===== src/rtl/flash_pkg.sv =====
package flash_pkg;
    localparam int BYTE_W = 8;

    localparam logic [BYTE_W-1:0] OP_IDENT  = 8'h9F;
    localparam logic [BYTE_W-1:0] OP_READ   = 8'h03;
    localparam logic [BYTE_W-1:0] OP_PROG   = 8'h02;
    localparam logic [BYTE_W-1:0] OP_WREN   = 8'h06;
    localparam logic [BYTE_W-1:0] OP_SECT   = 8'hD8;
    localparam logic [BYTE_W-1:0] OP_BULK   = 8'hC7;
    localparam logic [BYTE_W-1:0] OP_ADDR4  = 8'hB7;
    localparam logic [BYTE_W-1:0] OP_RSTEN  = 8'h66;
    localparam logic [BYTE_W-1:0] OP_RSTGO  = 8'h99;

    typedef enum logic [2:0] {
        S_IDLE,
        S_ADDR,
        S_ID,
        S_READ,
        S_PROG,
        S_DISCARD
    } cmd_state_t;
endpackage


===== src/rtl/flash_cmd_ctrl.sv =====
module flash_cmd_ctrl
    import flash_pkg::*;
#(
    parameter logic [23:0] ID_CODE      = 24'h20BA19,
    parameter int          MEM_BYTES    = 2048,
    parameter int          PAGE_BYTES   = 256,
    parameter int          SECTOR_BYTES = 512,
    parameter int          AW           = $clog2(MEM_BYTES)
) (
    input  logic              clk,
    input  logic              rst_n,
    input  logic              cs_low,
    input  logic              cs_rise,
    input  logic              rx_valid,
    input  logic [BYTE_W-1:0] rx_byte,
    output logic [BYTE_W-1:0] tx_byte,
    output logic [AW-1:0]     rd_addr,
    input  logic [BYTE_W-1:0] rd_data,
    output logic              wr_en,
    output logic [AW-1:0]     wr_addr,
    output logic [BYTE_W-1:0] wr_data,
    output logic              er_start,
    output logic [AW-1:0]     er_base,
    output logic [AW:0]       er_len
);
    localparam int          PW       = $clog2(PAGE_BYTES);
    localparam int          SW       = $clog2(SECTOR_BYTES);
    localparam logic [AW:0] SECT_LEN = (AW+1)'(SECTOR_BYTES);
    localparam logic [AW:0] MEM_LEN  = (AW+1)'(MEM_BYTES);

    cmd_state_t        state, state_nx;
    logic [BYTE_W-1:0] cmd;
    logic [1:0]        abytes;
    logic [AW-9:0]     addr_sh;
    logic [AW-1:0]     addr_full;
    logic              addr_last;
    logic [AW-1:0]     ptr;
    logic [1:0]        id_idx;
    logic              wel;
    logic              four_b;
    logic              rst_arm;
    logic              prog_pend;

    assign addr_full = {addr_sh, rx_byte};
    assign addr_last = (abytes == (four_b ? 2'd3 : 2'd2));
    assign rd_addr   = (state == S_ADDR) ? addr_full : ptr;

    // state register
    always_ff @(posedge clk or negedge rst_n) begin
        if (!rst_n) state <= S_IDLE;
        else        state <= state_nx;
    end

    // next-state decode
    always_comb begin
        state_nx = state;
        if (!cs_low) begin
            state_nx = S_IDLE;
        end else if (rx_valid) begin
            unique case (state)
                S_IDLE: begin
                    case (rx_byte)
                        OP_IDENT: state_nx = S_ID;
                        OP_READ:  state_nx = S_ADDR;
                        OP_SECT:  state_nx = S_ADDR;
                        OP_PROG:  state_nx = wel ? S_ADDR : S_DISCARD;
                        OP_WREN, OP_ADDR4, OP_BULK, OP_RSTEN, OP_RSTGO:
                                  state_nx = S_IDLE;
                        default:  state_nx = S_DISCARD;
                    endcase
                end
                S_ADDR: begin
                    if (addr_last) begin
                        if (cmd == OP_READ)      state_nx = S_READ;
                        else if (cmd == OP_PROG) state_nx = S_PROG;
                        else                     state_nx = S_IDLE;
                    end
                end
                S_ID:      state_nx = S_ID;
                S_READ:    state_nx = S_READ;
                S_PROG:    state_nx = S_PROG;
                S_DISCARD: state_nx = S_DISCARD;
            endcase
        end
    end

    // datapath and outputs
    always_ff @(posedge clk or negedge rst_n) begin
        if (!rst_n) begin
            cmd       <= '0;
            abytes    <= '0;
            addr_sh   <= '0;
            ptr       <= '0;
            id_idx    <= '0;
            wel       <= 1'b0;
            four_b    <= 1'b0;
            rst_arm   <= 1'b0;
            prog_pend <= 1'b0;
            tx_byte   <= '0;
            wr_en     <= 1'b0;
            wr_addr   <= '0;
            wr_data   <= '0;
            er_start  <= 1'b0;
            er_base   <= '0;
            er_len    <= '0;
        end else begin
            wr_en    <= 1'b0;
            er_start <= 1'b0;
            if (!cs_low) begin
                if (cs_rise && prog_pend) wel <= 1'b0;
                prog_pend <= 1'b0;
                tx_byte   <= '0;
            end else if (rx_valid) begin
                unique case (state)
                    S_IDLE: begin
                        cmd     <= rx_byte;
                        abytes  <= '0;
                        tx_byte <= '0;
                        if (rx_byte != OP_RSTEN) rst_arm <= 1'b0;
                        case (rx_byte)
                            OP_IDENT: begin
                                tx_byte <= ID_CODE[23:16];
                                id_idx  <= 2'd1;
                            end
                            OP_WREN:  wel    <= 1'b1;
                            OP_ADDR4: four_b <= 1'b1;
                            OP_RSTEN: rst_arm <= 1'b1;
                            OP_RSTGO: begin
                                if (rst_arm) begin
                                    four_b <= 1'b0;
                                    wel    <= 1'b0;
                                end
                            end
                            OP_BULK: begin
                                if (wel) begin
                                    er_start <= 1'b1;
                                    er_base  <= '0;
                                    er_len   <= MEM_LEN;
                                    wel      <= 1'b0;
                                end
                            end
                            OP_PROG: begin
                                if (wel) prog_pend <= 1'b1;
                            end
                            default: ;
                        endcase
                    end
                    S_ADDR: begin
                        addr_sh <= addr_full[AW-9:0];
                        abytes  <= abytes + 1'b1;
                        if (addr_last) begin
                            if (cmd == OP_READ) begin
                                tx_byte <= rd_data;
                                ptr     <= addr_full + 1'b1;
                            end else if (cmd == OP_PROG) begin
                                ptr <= addr_full;
                            end else if (wel) begin
                                er_start <= 1'b1;
                                er_base  <= {addr_full[AW-1:SW], {SW{1'b0}}};
                                er_len   <= SECT_LEN;
                                wel      <= 1'b0;
                            end
                        end
                    end
                    S_ID: begin
                        if (id_idx == 2'd1)      tx_byte <= ID_CODE[15:8];
                        else if (id_idx == 2'd2) tx_byte <= ID_CODE[7:0];
                        else                     tx_byte <= '0;
                        if (id_idx != 2'd3) id_idx <= id_idx + 1'b1;
                    end
                    S_READ: begin
                        tx_byte <= rd_data;
                        ptr     <= ptr + 1'b1;
                    end
                    S_PROG: begin
                        wr_en   <= 1'b1;
                        wr_addr <= ptr;
                        wr_data <= rx_byte;
                        ptr     <= {ptr[AW-1:PW], ptr[PW-1:0] + 1'b1};
                    end
                    S_DISCARD: tx_byte <= '0;
                endcase
            end
        end
    end


    wel_set_chk: assert property (@(posedge clk) disable iff (!rst_n)
        $rose(wel) |-> $past(rx_valid && state == S_IDLE && rx_byte == OP_WREN));


    wel_clear_chk: assert property (@(posedge clk) disable iff (!rst_n)
        (cs_rise && prog_pend) |=> !wel);


    addr_mode_clear_chk: assert property (@(posedge clk) disable iff (!rst_n)
        $fell(four_b) |-> $past(rx_valid && rx_byte == OP_RSTGO && rst_arm));


    discard_quiet_chk: assert property (@(posedge clk) disable iff (!rst_n)
        (state == S_DISCARD && rx_valid) |=> (tx_byte == '0 && !wr_en && !er_start));
endmodule


===== config.mk =====
export PLATFORM = sky130hd
export DESIGN_NAME = flash_cmd_ctrl
export DESIGN_NICKNAME = d
export VERILOG_FILES = /design/src/rtl/flash_pkg.sv /design/src/rtl/flash_cmd_ctrl.sv
export SDC_FILE = /design/constraint.sdc
export NUM_CORES = 1
export LEC_CHECK = 0
export ABC_AREA = 1
export ABC_CLOCK_PERIOD_IN_PS = 2760
export BUFFER_PORTS_ARGS = -buffer_cell sky130_fd_sc_hd__buf_2
export CORE_UTILIZATION = 62
export CTS_BUF_LIST = sky130_fd_sc_hd__clkbuf_4
export CTS_CLUSTER_DIAMETER = 30
export DETAILED_ROUTE_END_ITERATION = 10
export GPL_ROUTABILITY_DRIVEN = 0
export HOLD_SLACK_MARGIN = 0.06
export PLACE_DENSITY = 0.88
export SLEW_MARGIN = 20
export SYNTH_ARGS = -nofsm -noshare
export SYNTH_HDL_FRONTEND = slang
export SYNTH_SLANG_ARGS = --single-unit

===== constraint.sdc =====
create_clock -name clk -period 2.76 [get_ports clk]
set_input_delay 0.276 -clock clk [delete_from_list [all_inputs] [get_ports clk]]
set_output_delay 0.276 -clock clk [all_outputs]
set_load 0.05 [all_outputs]

; ---- After elaboration in Yosys (flattened, before gate mapping)
; Cells that the tools add are included.
[totals]
ff_bits = 85
input_bits = 21
word_cells = 160
output_inout_bits = 63
[classes]
reduce_logical = 25
bitwise = 1
eq_ne = 43
muxes = 68
addsub = 5
[op_table]
columns = cell, count
row1 = two-way mux 11 bit, 10
row2 = two-way mux 12 bit, 6
row3 = == test 8 bit (second input constant), 5
row4 = two-way mux 8 bit, 5
row5 = case mux 8 bit (5 select lines), 1
row6 = case mux 11 bit (3 select lines), 1
row7 = == test 8 x 2 -> 1 bit (second input constant), 4
row8 = two-way mux 1 bit, 25
row9 = case mux 12 bit (2 select lines), 1
row10 = adder 11 x 1 -> 11 bit (second input constant), 2
row11 = case mux 11 bit (2 select lines), 1
row12 = two-way mux 3 bit, 6
row13 = case mux 3 bit (6 select lines), 1
row14 = != test 2 bit (second input constant), 8
row15 = AND reduction 5 bit, 3
row16 = != test 2 x 1 -> 1 bit (second input constant), 6
row17 = case mux 3 bit (4 select lines), 1
row18 = AND reduction 3 bit, 4
row19 = AND reduction 4 bit, 3
row20 = nonzero test 2 bit, 6
row21 = != test 3 bit (second input constant), 3
row22 = AND reduction 9 bit, 1
row23 = adder 8 x 1 -> 8 bit (second input constant), 1
row24 = == test 8 x 3 -> 1 bit (second input constant), 1
row25 = other kinds (29), 37

; ---- Depth between registers and ports, before layout
[depth]
word_depth = 7
ltp_mapped = 12
ltp_nobuf = 11

; ---- Worst setup path after synthesis
; Ideal clock, no wire load.
[synth_path]
path_type = flip-flop to output port
from = register state[0]
to = output rd_addr[0]
n_path_buf = 2
setup_slack_ps = 461
arrival_ps = 2023
stages_incl_launch_ff = 6
path_cell_list = dfrtp_1 > nand2_4 > nor2_4 > buf_6 > clkbuf_1 > o21ai_0
[synth_via]
elab_chain_len = 2
[synth_rtl]
columns = item, line_no
row1 = start: declaration, flash_cmd_ctrl.sv:31  ; cmd_state_t state, state_nx;
row2 = start signal: assignment, flash_cmd_ctrl.sv:51  ; else state <= state_nx;
row3 = == test 3 x 1 -> 1 bit, flash_cmd_ctrl.sv:46  ; assign rd_addr = (state == S_ADDR) ? addr_full : ptr;
row4 = two-way mux 11 bit, flash_cmd_ctrl.sv:46
row5 = end: declaration, flash_cmd_ctrl.sv:17  ; output logic [AW-1:0] rd_addr,
; Every way passes these cells.

; ---- Final worst setup path
[layout_path]
from = register state[2]
to = output rd_addr[4]
; The elaborated chain is that of the path after synthesis.

==> qor.yml <==
status: "complete, but fails checks"
violations: "DRC"
maxSlewHeadroom_pct: 46.3
setup_violations: 0
vias: 4030
place.port_buffers: 64
synthXorXnorAreaFrac_pct: 0.207
drc_errors: 4
synth_edf_count: 0
start_util_pct: 65.5
crit_required_ns: 2.48
postSynth.asyncResetShare_pct: 100
final.fill_count: 536
path_clk_slew_ns: 0.11
routedWlPerCell_um: 13.8
grt.overflow.total: 0
grt_usage_pct: 30.3
max_clock_freq_mhz: 428
hold_viol_final: 0
cts_tree: "built"
min_period_ns: 2.34
post_cts_resize_count: 0
ir_worst_vdd_v: 0.000652
design_area_um2: 4640
slowest_stage: "dfrtp_1"
grt_pass1_vias: 3689
syn_avg_cell_area_um2: 7.22
cts_buffers: 9
ys_seq_area_share_pct: 39.0
cts-root-buf: "clkbuf_4"
chipHeight_um: 84.6
synthToLayoutAreaGrowth_pct: 9.64
synth_area_um2: 4230
antenna-diode-count: 0
p_leak_nw: 2.47
synth_compound_area_share_pct: 14.0
synth_cell_type_count: 41
drv_slew: 0
routed_wl_mm: 10.1
die_w_um: 84.6
fin_nets: 678
synthSimpleGateAreaFrac_pct: 32.3
cts_setup_buffers: 0
htreeDepth: 3
synth_top_family_by_area: "simple AND/OR/NAND/NOR gates"
tightest_slew_ns: 0.805
rows: 29
clk_path_buf_depth: 2
cp-end-kind: "primary output"
fin_crit_sh_pct: 84.6
synth.mux.area_fraction_pct: 0
drv_cap: 0
yosys_warnings: 0
drive_gt1_share_pct: 21.3
syn_inst: 586
finClkSkew_ns: 0.0111
cp.arrival_ns: 2.06
clock_latency_ns: 0.41
rsz0062_at_grt: "false"
p_per_area_nw_per_um2: 1060
routed_via_density: 5.51
grt_max_degree: 38
placedInstanceArea_um2: 4500
cp-start-kind: "register"
critPathKind: "register to primary output"
hp-class: "input port to register"
multi_input_area_um2: 2140
cts_sinks: 66
drtPass1Iterations: 9
ant_nets: 0
synth-seq-cells: 66
crit_path_max_incr_delay_ns: 0.45
dieArea_um2: 7160
worstPathCellList: "inv_2 -> nand2_4 -> nor2_4 -> buf_4 -> nand2_1 -> o21ai_0 -> buf_2"
first_iter_violations: 344
core-area_um2: 6460
antenna_found_initial: 0
dpl.hpwl_mm: 7.62
tns_ns: 0
ios: 84
ys.flop_type: "dfrtp_1"
grt_pass1_wl_mm: 17.2
regArea_um2: 1650
path_max_fanout: 21
synth_fa_ha_area_share_pct: 2.37
cell type report:
| cell class | instances | share of cell area (%) |
|---|---|---|
| tap | 77 | 2.08 |
| clock buffer | 10 | 1.62 |
| timing repair buffer | 69 | 7.77 |
| sequential | 66 | 35.6 |
| clock inverter | 6 | 1.24 |
| multi-input combinational | 434 | 46.1 |
| inverter | 69 | 5.61 |
routing by layer:
| layer | share of wire (%) | global-route usage, % |
|---|---|---|
| met5 | 0 | 0 |
| met1 | 44 | 42.5 |
| met4 | 2.4 | 13.3 |
| met3 | 7.8 | 3.64 |
| met2 | 46 | 47.5 |
cell families (layout without fill, tap and decap cells):
family,after synthesis,count (layout)
XOR/XNOR,1,1
AND/OR/NAND/NOR,306,306
flip-flops,66,66
buffers and inverters,104,154
other,1,19
adder cells (fa/ha/maj),8,8
AO/OA/AOI/OAI,100,100
worst max-delay path: cells and delay by family, from the launching register on:
family / cells / cell delay [ns]
buffers and inverters: 3 / 0.72
and+or+nand+nor: 3 / 0.38
AOI/OAI and AO/OA: 1 / 0.09
DFF: 1 / 0.45
sequential cells by signal, indices dropped and copies added, names as in the netlist, 2 cells and up:
| register | count |
|---|---|
| state | 3 |
| wr_data | 8 |
| cmd | 8 |
| abytes | 2 |
| addr_sh | 3 |
| ptr | 11 |
| er_len | 2 |
| er_base | 2 |
| tx_byte | 8 |
| wr_addr | 11 |
| id_idx | 2 |
stage by stage:
step	power, mW	cells	util (%)	setup slack (ns)	hold WS (ns)
floorplan	3.70	604	-	0.461	-0.0196
global placement	4.19	714	69.6	0.903	0.392
detailed placement	4.27	714	69.6	0.797	0.406
CTS	4.89	731	71.8	0.439	0.103
global route	5.22	731	71.8	0.282	0.113
finish	4.90	731	71.8	0.424	0.108
where the power goes:
part / internal [mW] / switching [mW] / leakage, nW
logic: 0.639 / 2.02 / 1.55
registers: 1.33 / 0.286 / 0.845
clock network: 0.280 / 0.352 / 0.0759
Yosys cell counts, drive strengths merged, types with 2 or more instances:
| cell | count | area, um^2 |
|---|---|---|
| nand2 | 196 | 791 |
| o21ai | 77 | 438 |
| inv | 67 | 251 |
| dfrtp | 66 | 1650 |
| nor2 | 60 | 293 |
| nand3 | 34 | 175 |
| buf | 33 | 241 |
| a21oi | 9 | 45.0 |
| ha | 8 | 100 |
| nand4 | 7 | 43.8 |
| nor3 | 5 | 36.3 |
| a31oi | 4 | 31.3 |
| a211oi | 2 | 15.0 |
| clkbuf | 2 | 7.51 |
| clkinv | 2 | 8.75 |
| o211ai | 2 | 15.0 |
| o22ai | 2 | 12.5 |
| or2 | 2 | 12.5 |
path summary, 6_finish.rpt:
check                        endpoint  depth (start not counted)  startpoint  slack, ns
setup / recovery           rd_addr[4]                          7    state[2]       0.42
hold / removal             tx_byte[2]                          3  rd_data[2]       0.11
setup reg to reg               ptr[7]                         10    state[1]       0.79
hold reg to reg            wr_addr[4]                          2  wr_addr[4]       0.49
max in group asynchronous   id_idx[1]                          3       rst_n       1.47
min in group asynchronous  wr_addr[6]                          2       rst_n       0.47
what timing repair did:
action	CTS	global route
hold endpoints to repair	33	0
setup endpoints to repair	0	0
hold buffers	1	0
layout by cell type, fill, tap and decap left out, types with 3 or more instances in the layout:
cell type  instances
buf_4              4
conb_1            19
o21ai_0           44
a21oi_1            9
clkinv_2           5
inv_1             58
clkbuf_4          10
nor2_1            47
a31oi_1            3
nand3_1           33
nand2_4            4
o21ai_2           14
nor2_2             6
nand4_1            7
buf_2             64
o21ai_1           19
inv_2              9
nor3_1             4
ha_1               8
nand2_1          182
nand2_2           10
nor2_4             7
dfrtp_1           66
(Power assumes the default switching activity.)
